### src/rtl/disc_root_pkg.sv
package disc_root_pkg;

  // Root-count code; the discriminant sign selects one of these.
  typedef enum logic [1:0] {
    ROOTS_NONE = 2'd0,
    ROOTS_ONE  = 2'd1,
    ROOTS_TWO  = 2'd2
  } roots_e;

endpackage

### src/rtl/disc_mult_pipe.sv
// Signed multiplier followed by a register chain of STAGES deep,
// with a side tag that travels in lockstep with the product.
module disc_mult_pipe #(
  parameter int IW     = 16,
  parameter int STAGES = 4,
  parameter int TW     = 1,
  localparam int PW    = 2 * IW
) (
  input  logic                 clk,
  input  logic                 rst,
  input  logic signed [IW-1:0] op_x,
  input  logic signed [IW-1:0] op_y,
  input  logic [TW-1:0]        tag_in,
  output logic signed [PW-1:0] prod,
  output logic [TW-1:0]        tag_out
);

  logic signed [PW-1:0] pr_q [STAGES];
  logic [TW-1:0]        tg_q [STAGES];

  // Data stages carry no reset so they map onto plain DSP/pipeline registers.
  always_ff @(posedge clk) begin
    pr_q[0] <= PW'(op_x) * PW'(op_y);
    for (int i = 1; i < STAGES; i++) begin
      pr_q[i] <= pr_q[i-1];
    end
  end

  always_ff @(posedge clk) begin
    if (rst) begin
      for (int i = 0; i < STAGES; i++) begin
        tg_q[i] <= '0;
      end
    end else begin
      tg_q[0] <= tag_in;
      for (int i = 1; i < STAGES; i++) begin
        tg_q[i] <= tg_q[i-1];
      end
    end
  end

  assign prod    = pr_q[STAGES-1];
  assign tag_out = tg_q[STAGES-1];

endmodule

### src/rtl/disc_classify.sv
// Final stage: registers the discriminant and its root count.
module disc_classify #(
  parameter int DW = 35
) (
  input  logic                 clk,
  input  logic                 rst,
  input  logic                 diff_valid,
  input  logic signed [DW-1:0] diff,
  output logic                 res_valid,
  output logic signed [DW-1:0] res_delta,
  output logic [1:0]           res_roots
);
  import disc_root_pkg::*;

  roots_e roots_d;

  always_comb begin
    if (diff[DW-1])      roots_d = ROOTS_NONE;
    else if (diff == '0) roots_d = ROOTS_ONE;
    else                 roots_d = ROOTS_TWO;
  end

  always_ff @(posedge clk) begin
    if (rst) begin
      res_valid <= 1'b0;
      res_delta <= '0;
      res_roots <= 2'd0;
    end else begin
      res_valid <= diff_valid;
      if (diff_valid) begin
        res_delta <= diff;
        res_roots <= roots_d;
      end
    end
  end

endmodule

### src/rtl/disc_root_pipe.sv
// Discriminant and real-root counter, full-throughput or shared-multiplier form.
module disc_root_pipe #(
  parameter int W               = 16,
  parameter bit SHARED          = 1'b0,
  parameter int FULL_MUL_STAGES = 7,
  parameter int HALF_MUL_STAGES = 4,
  localparam int DW             = 2 * W + 3
) (
  input  logic                 clk,
  input  logic                 rst,
  input  logic                 in_valid,
  input  logic signed [W-1:0]  in_a,
  input  logic signed [W-1:0]  in_b,
  input  logic signed [W-1:0]  in_c,
  output logic                 in_ready,
  output logic                 out_valid,
  output logic signed [DW-1:0] out_delta,
  output logic [1:0]           out_roots
);

  localparam int PW = 2 * W;

  logic                 accept;
  logic                 diff_valid;
  logic signed [DW-1:0] diff;

  generate
    if (!SHARED) begin : g_full
      logic signed [PW-1:0] p_bb, p_ac;
      logic                 t_bb, t_ac;
      logic signed [DW-1:0] sq_q, fac4_q, d_q;
      logic                 v_sh_q, v_sub_q;

      assign in_ready = 1'b1;
      assign accept   = in_valid;

      disc_mult_pipe #(.IW(W), .STAGES(FULL_MUL_STAGES), .TW(1)) u_mul_bb (
        .clk(clk), .rst(rst), .op_x(in_b), .op_y(in_b),
        .tag_in(accept), .prod(p_bb), .tag_out(t_bb)
      );

      disc_mult_pipe #(.IW(W), .STAGES(FULL_MUL_STAGES), .TW(1)) u_mul_ac (
        .clk(clk), .rst(rst), .op_x(in_a), .op_y(in_c),
        .tag_in(accept), .prod(p_ac), .tag_out(t_ac)
      );

      // Shift stage, then subtract stage.
      always_ff @(posedge clk) begin
        sq_q   <= DW'(p_bb);
        fac4_q <= DW'(p_ac) <<< 2;
        d_q    <= sq_q - fac4_q;
      end

      always_ff @(posedge clk) begin
        if (rst) begin
          v_sh_q  <= 1'b0;
          v_sub_q <= 1'b0;
        end else begin
          v_sh_q  <= t_bb & t_ac;
          v_sub_q <= v_sh_q;
        end
      end

      assign diff       = d_q;
      assign diff_valid = v_sub_q;
    end else begin : g_half
      logic                 phase_q;
      logic signed [W-1:0]  hold_a_q, hold_c_q;
      logic signed [W-1:0]  mx, my;
      logic signed [PW-1:0] p_m;
      logic [1:0]           t_m;   // [0] first pass (b*b), [1] second pass (a*c)
      logic signed [DW-1:0] sq_q, fac4_q;
      logic                 v_sh_q;

      assign in_ready = ~phase_q;
      assign accept   = in_valid & ~phase_q;

      always_ff @(posedge clk) begin
        if (rst) phase_q <= 1'b0;
        else     phase_q <= accept;
      end

      always_ff @(posedge clk) begin
        if (accept) begin
          hold_a_q <= in_a;
          hold_c_q <= in_c;
        end
      end

      assign mx = phase_q ? hold_a_q : in_b;
      assign my = phase_q ? hold_c_q : in_b;

      disc_mult_pipe #(.IW(W), .STAGES(HALF_MUL_STAGES), .TW(2)) u_mul (
        .clk(clk), .rst(rst), .op_x(mx), .op_y(my),
        .tag_in({phase_q, accept}), .prod(p_m), .tag_out(t_m)
      );

      always_ff @(posedge clk) begin
        if (t_m[0]) sq_q   <= DW'(p_m);
        if (t_m[1]) fac4_q <= DW'(p_m) <<< 2;
      end

      always_ff @(posedge clk) begin
        if (rst) v_sh_q <= 1'b0;
        else     v_sh_q <= t_m[1];
      end

      // Subtraction shares the final stage with classification.
      assign diff       = sq_q - fac4_q;
      assign diff_valid = v_sh_q;
    end
  endgenerate

  disc_classify #(.DW(DW)) u_cls (
    .clk(clk), .rst(rst),
    .diff_valid(diff_valid), .diff(diff),
    .res_valid(out_valid), .res_delta(out_delta), .res_roots(out_roots)
  );

endmodule

### config.mk
export PLATFORM = sky130hd
export DESIGN_NAME = disc_root_pipe
export DESIGN_NICKNAME = d
export VERILOG_FILES = /design/src/rtl/disc_root_pkg.sv /design/src/rtl/disc_mult_pipe.sv /design/src/rtl/disc_classify.sv /design/src/rtl/disc_root_pipe.sv
export SDC_FILE = /design/constraint.sdc
export NUM_CORES = 2
export LEC_CHECK = 0
export CELL_PAD_IN_SITES_DETAIL_PLACEMENT = 0
export CELL_PAD_IN_SITES_GLOBAL_PLACEMENT = 1
export CORE_MARGIN = 4
export CORE_UTILIZATION = 51
export CTS_CLUSTER_SIZE = 40
export DETAILED_ROUTE_END_ITERATION = 10
export PLACE_DENSITY = 0.79
export SLEW_MARGIN = 20
export SYNTH_ARGS = -nofsm -noshare
export SYNTH_HDL_FRONTEND = slang
export SYNTH_SLANG_ARGS = --single-unit
### constraint.sdc
create_clock -name clk -period 8.1 [get_ports clk]
set_clock_uncertainty 0.05 [all_clocks]
set_input_delay 1.215 -clock clk [delete_from_list [all_inputs] [get_ports clk]]
set_output_delay 1.215 -clock clk [all_outputs]
set_load 0.02 [all_outputs]
# Word-level counts from Yosys, hierarchy flattened
# Memory sizes are Yosys's and may differ from the RTL's. A register that Yosys moved wholly into a read port is not among the register bits.
# Index checks and enable logic that the tools add are counted.
[word_totals]
reg_bits = 75
mem_bits_rw = 462
in_bits = 51
output_inout_bits = 39
wordCells = 48
mem_count = 4
[mem_list]
columns = ["name", "depth", "word_bits", "read_ports", "rd_ports_with_merged_regs", "write_ports", "line", "text"]
rows = [
  ["g_full.u_mul_ac.pr_q", 7, 32, 7, 1, 7, "disc_mult_pipe.sv:18", "logic signed [PW-1:0] pr_q [STAGES];"],
  ["g_full.u_mul_bb.pr_q", 7, 32, 7, 1, 7, "disc_mult_pipe.sv:18", ""],
  ["g_full.u_mul_ac.tg_q", 7, 1, 7, 0, 7, "disc_mult_pipe.sv:19", "logic [TW-1:0] tg_q [STAGES];"],
  ["g_full.u_mul_bb.tg_q", 7, 1, 7, 0, 7, "disc_mult_pipe.sv:19", ""],
]
[classes]
addsub = 1
multipliers = 2
n_mux = 19
n_bitwise = 15
n_reduce_logical = 1
[op_table]
columns = ["op", "n"]
rows = [
  ["$mul 16x16->32", 2],
  ["$logic_not 35->1", 1],
  ["$sub 32x34->35", 1],
  ["$mux 1", 17],
  ["$or 1x1->1", 14],
  ["$mux 2", 2],
  ["$and 1x1->1", 1],
]

# Longest topological paths before layout
[logic_depth]
depth_word = 3
mapped_depth = 24
depth_no_buf = 24

# Modules after synthesis
# Synthesis repeated with hierarchy kept, for this count alone.
[hier_totals]
hier_cells = 3172
hier_area_um2 = 34441.8
[modules_own_cells]
columns = ["module", "n_inst", "cells_per_inst", "area_each_um2"]
rows = [
  ["disc_mult_pipe (g_full.u_mul_ac)", 1, 1342, 14577.7],
  ["disc_mult_pipe (g_full.u_mul_bb)", 1, 1310, 14483.9],
  ["disc_root_pipe", 1, 384, 3940.0],
  ["disc_classify", 1, 136, 1440.1],
]

# Worst setup path before layout
# OpenSTA, ideal clock, no wires.
[synth_timing]
path_kind = "input-to-reg"
from = "input port in_b[2]"
to = "memory g_full.u_mul_bb.pr_q[0][21] (netlist name)"
t_arrival_ns = 6.737
required_ns = 7.923
setup_slack_ns = 1.186
path_stages = 22
path_buffers = 2
cell_sequence = "clkbuf_1 -> clkbuf_1 -> nand2_1 -> fa_1 -> fa_1 -> fa_1 -> inv_1 -> fa_1 -> fa_1 -> inv_1 -> fa_1 -> inv_1 -> ha_1 -> a2111oi_0 -> o21ai_0 -> o21ai_0 -> o21ai_0 -> nand2b_1 -> nand2_1 -> a2111oi_0 -> nor3_1 -> xor2_1"
[synth_lines]
columns = ["item", "line", "text"]
rows = [
  ["start, declared", "disc_root_pipe.sv:13", "input logic signed [W-1:0] in_b,"],
  ["end, declared", "disc_mult_pipe.sv:18", ""],
]

==> run metrics <==
outcome=finished clean; WL/cell=15.3 µm; Fin. Hold Viols=0; Detail Route met3 WL=2640 µm; Worst Setup Start Kind=input pin; Setup TNS Final=0 ns; count of hold-fix buffers inserted at cts=0; maxcap violations=0; layout cell share with drive strength beyond 1=4.68%; CTS tree=done; Distinct cells, synth=64; Crit path required time=8.48 ns; Data arrival, critical path=7.67 ns; die area=68,100 µm²; RSZ-0062 raised after global routing=false; post-route ant nets=0; worst slew pin tran=1.06 ns; Synth Instances=2,974; Overflow after GRT=0; row cnt=92; Residual DRC=0; critical-path cell list=clkdlybuf4s50_1, nand2_1, fa_1, fa_1, fa_1, inv_1, fa_1, fa_1, inv_1, fa_1, inv_1, ha_1, a2111oi_0, o21ai_0, o21ai_0, o21ai_0, nand2b_1, nand2_1, a2111oi_0, nor3_1, xor2_1; Worst-path clk slew=0.07 ns; Synth Register Bits=584; worst path buffer plus inverter count=4; cell taking the most area after synthesis=dfxtp_1; post-synthesis mux area share=1.10%; I/O Buffers=87; fin crit share=90.0%; Routed WL=60,700 µm; met2 routed WL=29,500 µm; # nets final=3,832; most frequent CP cell=fa_1; P&R area growth vs syn=11.4%; Max Freq=137 MHz; CP Capture Type=register; Syn Nets=3,721; Area after DPL=34,600 µm²; gpl congestion=0.896; asr flop ratio synth=0%; ys flop type=dfxtp_1; clock tree buffer depth=3; largest net degree at the start of global routing=47; Clock Sink Count=584; met1 WL=27,600 µm; detailed placement HPWL=49,600 µm; CTS Root Cell=clkbuf_16; most numerous cell in the Yosys netlist=inv_1; syn avg cell area=11.0 µm²; post_cts resized=0; slowest CP cell=clkdlybuf4s50_1; worst relative slew slack=29.5%; synth warn=0; # setup viols final=0; Seq/Total Area, Yosys=35.8%; HP Class=register to register; DRT iter0 DRCs=900; CTS H-tree depth=2; post-synthesis xor/xnor area fraction=2.74%; Clock Latency Late Sink=0.54 ns; Synth Area in Adders=38.1%; first-pass GRT wire length=104,000 µm; Mapped Area=32,600 µm²; detailed-route via count=19,000; die width=261 µm; initial core utilization=51.6%; max-slew violation count=0; CP top delay family=adder cells; chip height=261 µm; CP Class=input pin to register; Synth Area in Compound Gates=4.85%; vias in the first global route=21,000; fin area=36,300 µm²; n_diodes=0; uppermost routed layer=met4; DR vias/cell=4.79; Crit path largest cell delay=0.88 ns; initial antenna violation count=0; core area=63,200 µm²; Synth area leaders=dfxtp_1 (36%), fa_1 (31%), ha_1 (7.6%); main combinational cell family by area after synthesis=adder cells; CTS Buf Count=49; Global Route Usage Sum=18.7%; number of synthesized flops with an enable pin=0; Post-Synth Simple-Gate Area=9.03%; # IOs=90; CP Max Fanout=14; drt first pass iters=5; Post-CTS Repair Setup Buffers=0; Synth top area share=35.8%; flop2flop setup slack=4.90 ns; Min Clock Period, post-route=7.29 ns; commonest cells in the netlist=inv_1 (645), dfxtp_1 (584), fa_1 (497)
## through the flow
step	setup WS [ns]	cells	utilization, %	hold slack (ns)
after floorplan	1.19	2974	-	0.260
after global placement	0.364	3880	54.8	0.260
after detailed placement	0.269	3880	54.8	0.262
after CTS	0.836	3966	57.5	0.269
after global routing	0.349	3966	57.5	0.275
final	0.808	3966	57.5	0.267
## per-layer routing
| metal | vias to the layer above | track usage (%) |
|---|---|---|
| met2 | 380 | 32.6 |
| met1 | 9386 | 25.6 |
| li1 | 9156 | - |
| met5 | - | 0 |
| met3 | 81 | 2.23 |
| met4 | 0 | 3.52 |
## cell families after synthesis
family          count (synthesis)
xor+xnor                      102
buf+inv                       718
compound gates                238
simple gates                  598
flops                         584
mux                            36
fa+ha+maj                     696
other cells                     2
## worst paths after layout
kind	to	cells past startpoint	from
min	g_full.fac4_q[17]	0	g_full.u_mul_ac.pr_q[6][15]
max reg2reg	diff[31]	11	g_full.fac4_q[3]
min reg2reg	g_full.fac4_q[17]	0	g_full.u_mul_ac.pr_q[6][15]
max	g_full.u_mul_bb.pr_q[0][21]	21	in_b[2]
## registers in the layout, summed over array words and instances (netlist names), 2 cells and up
| signal | flops |
|---|---|
| u_cls.res_roots | 2 |
| g_full.u_mul_bb.pr_q | 217 |
| diff | 34 |
| u_cls.res_delta | 34 |
| g_full.sq_q | 31 |
| g_full.u_mul_ac.tg_q | 6 |
| g_full.u_mul_ac.pr_q | 224 |
| g_full.fac4_q | 32 |
## final cells by class
cell class                      count  area (µm²)
Sequential cell                   584       11700
Multi-Input combinational cell   1672       18200
Clock buffer                       61        1340
Timing Repair Buffer              133        1220
Tap cell                          846        1060
Clock inverter                     25         380
Fill cell                        5276       26900
Inverter                          645        2420
## placed cells by master (no fill, tap or decap), types with 38 or more instances in the layout
cell type / count
a21oi_1: 69
and2_1: 167
buf_4: 46
clkbuf_16: 50
clkdlybuf4s50_1: 87
dfxtp_1: 583
fa_1: 497
ha_1: 199
inv_1: 645
nand2_1: 216
nor2_1: 104
o21ai_0: 38
xnor2_1: 79
Power is not shown: default switching activity piles up to over one toggle a cycle in this logic, so the estimate is an artifact.
